==> src/rtl/svm_seq_pkg.sv <==
package svm_seq_pkg;

   typedef logic [1:0] rank_t;

   // order in which each leg leaves the 000 state, packed {A,B,C}
   function automatic rank_t leg_rank(input logic [2:0] sec, input int unsigned leg);
      logic [5:0] r;
      case (sec)
         3'd1:    r = {2'd0, 2'd1, 2'd2};
         3'd2:    r = {2'd1, 2'd0, 2'd2};
         3'd3:    r = {2'd2, 2'd0, 2'd1};
         3'd4:    r = {2'd2, 2'd1, 2'd0};
         3'd5:    r = {2'd1, 2'd2, 2'd0};
         3'd6:    r = {2'd0, 2'd2, 2'd1};
         default: r = {2'd0, 2'd1, 2'd2};
      endcase
      return r[(2 - leg) * 2 +: 2];
   endfunction

endpackage

==> src/rtl/svm_cycle_timer.sv <==
module svm_cycle_timer #(
   parameter int TW = 8
) (
   input  logic          clk,
   input  logic          rst_n,
   input  logic [TW-1:0] per_i,
   output logic [TW-1:0] cnt_o,
   output logic [TW-1:0] per_o,
   output logic          wrap_o,
   output logic          start_o
);
   localparam logic [TW-1:0] ONE = {{(TW-1){1'b0}}, 1'b1};

   logic [TW-1:0] cnt_q, per_q;

   assign wrap_o  = (cnt_q >= per_q - ONE);
   assign start_o = (cnt_q == '0);
   assign cnt_o   = cnt_q;
   assign per_o   = per_q;

   always_ff @(posedge clk) begin
      if (!rst_n) begin
         cnt_q <= '0;
         per_q <= ONE;
      end else if (wrap_o) begin
         cnt_q <= '0;
         per_q <= per_i;
      end else begin
         cnt_q <= cnt_q + ONE;
      end
   end

   AST_CNT_BELOW_PER: assert property (@(posedge clk) disable iff (!rst_n)
      cnt_q < per_q);

endmodule

==> src/rtl/svm_dwell_limit.sv <==
module svm_dwell_limit #(
   parameter int TW = 8
) (
   input  logic [TW-1:0] ta_i,
   input  logic [TW-1:0] tb_i,
   input  logic [TW-1:0] len_i,
   output logic [TW-1:0] ta_o,
   output logic [TW-1:0] tb_o,
   output logic [TW-1:0] t0_o,
   output logic [TW-1:0] per_o
);
   localparam int PW = 2 * TW;

   logic [TW:0]   sum;
   logic [PW-1:0] prod, quot;
   logic          over, sat;
   logic [TW-1:0] ta_sc;

   assign per_o = (len_i == '0) ? {{(TW-1){1'b0}}, 1'b1} : len_i;
   assign sum   = {1'b0, ta_i} + {1'b0, tb_i};
   assign over  = sum > {1'b0, per_o};
   assign prod  = {{TW{1'b0}}, ta_i} * {{TW{1'b0}}, per_o};
   assign quot  = prod / {{(TW-1){1'b0}}, sum};
   assign sat   = |quot[PW-1:TW];
   assign ta_sc = sat ? per_o : quot[TW-1:0];

   assign ta_o = over ? ta_sc : ta_i;
   assign tb_o = over ? (per_o - ta_sc) : tb_i;
   assign t0_o = per_o - ta_o - tb_o;

endmodule

==> src/rtl/svm_leg_plan.sv <==
module svm_leg_plan
   import svm_seq_pkg::*;
#(
   parameter int TW  = 8,
   parameter int LEG = 0
) (
   input  logic [2:0]    sec_i,
   input  logic          clamp_i,
   input  logic [TW-1:0] ta_i,
   input  logic [TW-1:0] tb_i,
   input  logic [TW-1:0] t0_i,
   input  logic [TW-1:0] per_i,
   output logic [TW-1:0] dly_o,
   output logic          inv_o
);
   rank_t         rk;
   logic          valid, odd;
   logic [TW-1:0] z4, z2, h_near, h_far, h_n;

   assign rk     = leg_rank(sec_i, LEG);
   assign valid  = (sec_i != 3'd0) && (sec_i != 3'd7);
   assign odd    = sec_i[0];
   assign z4     = t0_i >> 2;
   assign z2     = t0_i >> 1;
   assign h_near = odd ? (ta_i >> 1) : (tb_i >> 1);
   assign h_far  = odd ? (tb_i >> 1) : (ta_i >> 1);
   assign h_n    = tb_i >> 1;

   always_comb begin
      dly_o = per_i;
      inv_o = 1'b0;
      if (!valid) begin
         dly_o = per_i;
      end else if (!clamp_i) begin
         case (rk)
            2'd0:    dly_o = z4;
            2'd1:    dly_o = z4 + h_near;
            default: dly_o = z4 + h_near + h_far;
         endcase
      end else if (odd) begin
         inv_o = 1'b1;
         case (rk)
            2'd2:    dly_o = z2;
            2'd1:    dly_o = z2 + h_n;
            default: dly_o = per_i;
         endcase
      end else begin
         case (rk)
            2'd0:    dly_o = z2;
            2'd1:    dly_o = z2 + h_n;
            default: dly_o = per_i;
         endcase
      end
   end

endmodule

==> src/rtl/svm_pole_gen.sv <==
module svm_pole_gen #(
   parameter int TW   = 8,
   parameter int LEGS = 3
) (
   input  logic [TW-1:0]           cnt_i,
   input  logic [TW-1:0]           per_i,
   input  logic [LEGS-1:0][TW-1:0] dly_i,
   input  logic [LEGS-1:0]         inv_i,
   output logic [LEGS-1:0]         pole_o
);
   for (genvar g = 0; g < LEGS; g++) begin : g_leg
      logic in_win;
      assign in_win = (cnt_i >= dly_i[g]) && (cnt_i < per_i - dly_i[g]);
      assign pole_o[LEGS-1-g] = inv_i[g] ^ in_win;
   end
endmodule

==> src/rtl/svm_sequencer.sv <==
module svm_sequencer #(
   parameter int TW = 8
) (
   input  logic          clk,
   input  logic          rst_n,
   input  logic [2:0]    sector,
   input  logic [TW-1:0] dwell_m,
   input  logic [TW-1:0] dwell_n,
   input  logic [TW-1:0] cycle_len,
   input  logic          clamp_en,
   output logic [2:0]    pole,
   output logic          cycle_start,
   output logic [TW-1:0] on_a,
   output logic [TW-1:0] on_b,
   output logic [TW-1:0] on_c
);
   localparam int LEGS = 3;
   localparam logic [TW-1:0] ONE = {{(TW-1){1'b0}}, 1'b1};

   if (TW < 4) begin : g_bad_tw
      $error("svm_sequencer: TW must be at least 4");
   end

   logic [TW-1:0] cnt, per_q, per_eff, ta_l, tb_l, t0_l;
   logic          wrap;
   logic [LEGS-1:0][TW-1:0] dly_d, dly_q;
   logic [LEGS-1:0]         inv_d, inv_q;
   logic          clamp_q, odd_q, valid_q;

   svm_cycle_timer #(.TW(TW)) i_timer (
      .clk(clk), .rst_n(rst_n), .per_i(per_eff),
      .cnt_o(cnt), .per_o(per_q), .wrap_o(wrap), .start_o(cycle_start));

   svm_dwell_limit #(.TW(TW)) i_limit (
      .ta_i(dwell_m), .tb_i(dwell_n), .len_i(cycle_len),
      .ta_o(ta_l), .tb_o(tb_l), .t0_o(t0_l), .per_o(per_eff));

   for (genvar g = 0; g < LEGS; g++) begin : g_plan
      svm_leg_plan #(.TW(TW), .LEG(g)) i_plan (
         .sec_i(sector), .clamp_i(clamp_en), .ta_i(ta_l), .tb_i(tb_l),
         .t0_i(t0_l), .per_i(per_eff), .dly_o(dly_d[g]), .inv_o(inv_d[g]));
   end

   always_ff @(posedge clk) begin
      if (!rst_n) begin
         dly_q   <= {LEGS{ONE}};
         inv_q   <= '0;
         clamp_q <= 1'b0;
         odd_q   <= 1'b0;
         valid_q <= 1'b0;
      end else if (wrap) begin
         dly_q   <= dly_d;
         inv_q   <= inv_d;
         clamp_q <= clamp_en;
         odd_q   <= sector[0];
         valid_q <= (sector != 3'd0) && (sector != 3'd7);
      end
   end

   svm_pole_gen #(.TW(TW), .LEGS(LEGS)) i_poles (
      .cnt_i(cnt), .per_i(per_q), .dly_i(dly_q), .inv_i(inv_q), .pole_o(pole));

   assign on_a = dly_q[0];
   assign on_b = dly_q[1];
   assign on_c = dly_q[2];

   AST_INSTANT_HOLD: assert property (@(posedge clk) disable iff (!rst_n)
      !wrap |=> $stable(dly_q));
   AST_INSTANT_FIT: assert property (@(posedge clk) disable iff (!rst_n)
      (dly_q[0] <= per_q) && (dly_q[1] <= per_q) && (dly_q[2] <= per_q));
   AST_CLAMP_HIGH: assert property (@(posedge clk) disable iff (!rst_n)
      (clamp_q && odd_q && valid_q) |-> (pole != 3'b000));
   AST_CLAMP_LOW: assert property (@(posedge clk) disable iff (!rst_n)
      (clamp_q && !odd_q && valid_q) |-> (pole != 3'b111));
   AST_IDLE_ZERO: assert property (@(posedge clk) disable iff (!rst_n)
      !valid_q |-> (pole == 3'b000));

endmodule

==> config.mk <==
export PLATFORM = sky130hd
export DESIGN_NAME = svm_sequencer
export DESIGN_NICKNAME = d
export VERILOG_FILES = /design/src/rtl/svm_seq_pkg.sv /design/src/rtl/svm_cycle_timer.sv /design/src/rtl/svm_dwell_limit.sv /design/src/rtl/svm_leg_plan.sv /design/src/rtl/svm_pole_gen.sv /design/src/rtl/svm_sequencer.sv
export SDC_FILE = /design/constraint.sdc
export NUM_CORES = 1
export LEC_CHECK = 0
export ABC_AREA = 1
export BUFFER_PORTS_ARGS = -buffer_cell sky130_fd_sc_hd__buf_4
export CAP_MARGIN = 20
export CORE_UTILIZATION = 45
export DETAILED_ROUTE_END_ITERATION = 16
export MAX_ROUTING_LAYER = met4
export PLACE_DENSITY = 0.7
export SYNTH_ARGS = -nofsm -noshare
export SYNTH_HDL_FRONTEND = slang
export SYNTH_SLANG_ARGS = --single-unit
==> constraint.sdc <==
create_clock -name clk -period 95.3 [get_ports clk]
set_input_delay 9.53 -clock clk [delete_from_list [all_inputs] [get_ports clk]]
set_output_delay 9.53 -clock clk [all_outputs]
set_load 0.01 [all_outputs]
==> impl_metrics.json <==
{
  "ys_types": 63,
  "yosysWarnings": 0,
  "fp-row-count": 67,
  "seq_area_frac_synth": 0.0538,
  "worst-r2r-setup-slack_ns": 91.41,
  "status": "finished, final reports clean",
  "final.min_clock_period_ns": 49.80,
  "finalCritPeriodShare": 0.523,
  "ys.flop_type": "dfxtp_1",
  "fp.dieW_um": 186,
  "cap_violations": 0,
  "drv_slew": 0,
  "antenna_found_initial": 0,
  "die_area_mm2": 0.0346,
  "synth_fa_ha_area_frac": 0.293,
  "clkTransAtPathRegs_ns": 0.06,
  "syn_inst": 2344,
  "place_ws_ns": 45.67,
  "crit_path_start": "cycle_len[3]",
  "place_hpwl_um": 37300,
  "grt_pass1_vias": 14700,
  "timing.fmax_mhz": 20.1,
  "ctsHoldBuffers": 0,
  "hold_viol_final": 0,
  "cp.required_ns": 95.50,
  "hold_slack_ns": 0.527,
  "rsz0062_at_grt": "no",
  "synth_edf_count": 0,
  "clk_path_buf_depth": 2,
  "grt_pass1_wl_um": 73500,
  "cp_max_fo": 16,
  "gp_congestion": 0.935,
  "drc": 0,
  "synth_top_family_by_area": "adder cells",
  "port_buffers": 57,
  "slowest_delay_ns": 0.52,
  "start_util": 0.456,
  "muxShareOfSynthArea": 0,
  "crit_arrival_ns": 50.00,
  "criticalPathCategory": "input port to register",
  "critPathMostFrequentCell": "nand2_1",
  "wl_um": 45700,
  "start_kind": "input port",
  "max_slew_margin": 0.415,
  "viasPerCell": 5.57,
  "syn-num-nets": 2701,
  "fin_setup_tns_ns": 0,
  "multi_input_area_mm2": 0.0126,
  "finalSetupViolCount": 0,
  "end_kind": "register",
  "ant_nets": 0,
  "postCtsSetupBuffers": 0,
  "synthArstFlopShare": 0,
  "synth_compound_area_frac": 0.201,
  "dieHeight_um": 186,
  "wl_per_cell_um": 16.3,
  "nets": 2709,
  "grt.total_usage": 0.272,
  "synth-simple-area-share": 0.253,
  "core_area_mm2": 0.0334,
  "clk_latency_ns": 0.29,
  "hold_path_startpoint": "i_timer.cnt_o[0]$_SDFF_PP0_",
  "areaGrowthSynthToFinish_pct": 6.11,
  "finalWorstSetupSlack_ns": 45.50,
  "drtIter0Drc": 1051,
  "fillers": 3353,
  "seq_area_um2": 821,
  "clkSinkCount": 41,
  "grt_max_degree": 44,
  "skew_ns": 0.00321,
  "avgSynthCellArea_um2": 6.50,
  "drive_above_1_share": 0.0756,
  "cts_tree": "yes",
  "synthXorXnorAreaFrac": 0.0805,
  "r2r_start": "i_timer.per_o[1]$_SDFFE_PN0P_",
  "syn_area_mm2": 0.0152,
  "cts_made_buffers": 5,
  "cts.htree.levels": 2,
  "slowest_stage": "fa_1",
  "cts-root-buf": "clkbuf_16",
  "ys_ff_latch": 41,
  "antennaDiodeCount": 0,
  "num_io_pins": 58,
  "cts-resized-gates": 0,
  "vias": 15600,
  "worst_pin_slew_ns": 0.875,
  "grt.overflow.total": 0,
  "dr.pass1.iters": 5,
  "hold_class": "register to register"
}
-- cell families (layout without fill, tap and decap cells) --
logic type                 Yosys count  count (layout)
DFF                                 41              41
AOI/OAI and AO/OA                  506             506
xor gates and xnor gates           138             138
buffers and inverters              475             484
and+or+nand+nor                    857             857
adders and majority gates          327             327
-- through the flow --
step	cell area, µm²	util	cells
2_1_floorplan	15200	-	2344
3_3_place_gp	16000	0.479	2793
3_5_place_dp	16000	0.479	2793
4_1_cts	16200	0.484	2801
5_1_grt	16200	0.484	2801
6_report	16200	0.484	2801
-- synth_stat cells (all sizes together), types with 8 or more instances --
cell	n	area (µm²)
nand2	531	2070
inv	402	1510
ha	278	3480
o21ai	198	1020
nand3	133	791
a21oi	125	644
nor2	121	539
xor2	75	657
xnor2	63	571
clkbuf	58	218
fa	49	981
dfxtp	41	821
a21o	38	285
o221ai	22	193
nand4	21	131
o21a	21	158
o21bai	20	154
or2	20	125
o22ai	17	106
nor3	14	81.3
a221oi	13	114
a31oi	12	75.1
o211ai	11	82.6
clkinv	9	33.8
a22oi	8	60.1
-- layout by cell type, fill, tap and decap left out, types with 22 or more instances in the layout --
cell	instances
nand3_1	114
ha_1	278
xor2_1	75
a21oi_1	122
nand2_1	507
buf_4	65
fa_1	49
dfxtp_1	41
inv_1	386
a21o_1	38
o221ai_1	22
xnor2_1	62
o21ai_0	176
nor2_1	110
-- final timing paths --
path,depth (start not counted),to
min,1,i_timer.cnt_o[0]$_SDFF_PP0_
max reg2reg,13,on_c[1]$_SDFFE_PN0P_
max,251,on_c[6]$_SDFFE_PN0P_
min reg2reg,1,i_timer.cnt_o[0]$_SDFF_PP0_
-- cell type report --
cell class | count | share of cell area
timing repair buffer | 65 | 0.0302
tap | 448 | 0.0347
clock buffer | 6 | 0.00797
clock inverter | 2 | 0.000928
sequential | 41 | 0.0507
multi-input combinational | 1828 | 0.780
inverter | 411 | 0.0954
-- sequential cells by signal (all words and copies together), names as in the netlist --
signal	count
i_timer.cnt_o	8
i_timer.per_o	8
inv_q	1
on_a	8
on_b	8
on_c	8
-- per-layer routing --
| layer | track usage | wire [µm] |
|---|---|---|
| met1 | 0.345 | 20600 |
| met2 | 0.467 | 21500 |
| met3 | 0.0133 | 2300 |
| met4 | 0.0790 | 1320 |
| met5 | - | 0 |
-- critical path, delay by kind of cell --
family,cells,cell delay [ns]
AO/OA/AOI/OAI,91,15.63
AND/OR/NAND/NOR,98,10.63
adder cells (fa/ha/maj),26,8.73
buffers and inverters,29,3.75
XOR/XNOR,7,1.71
Power is not shown: default switching activity piles up to over one toggle a cycle in this logic, so the estimate is an artifact.
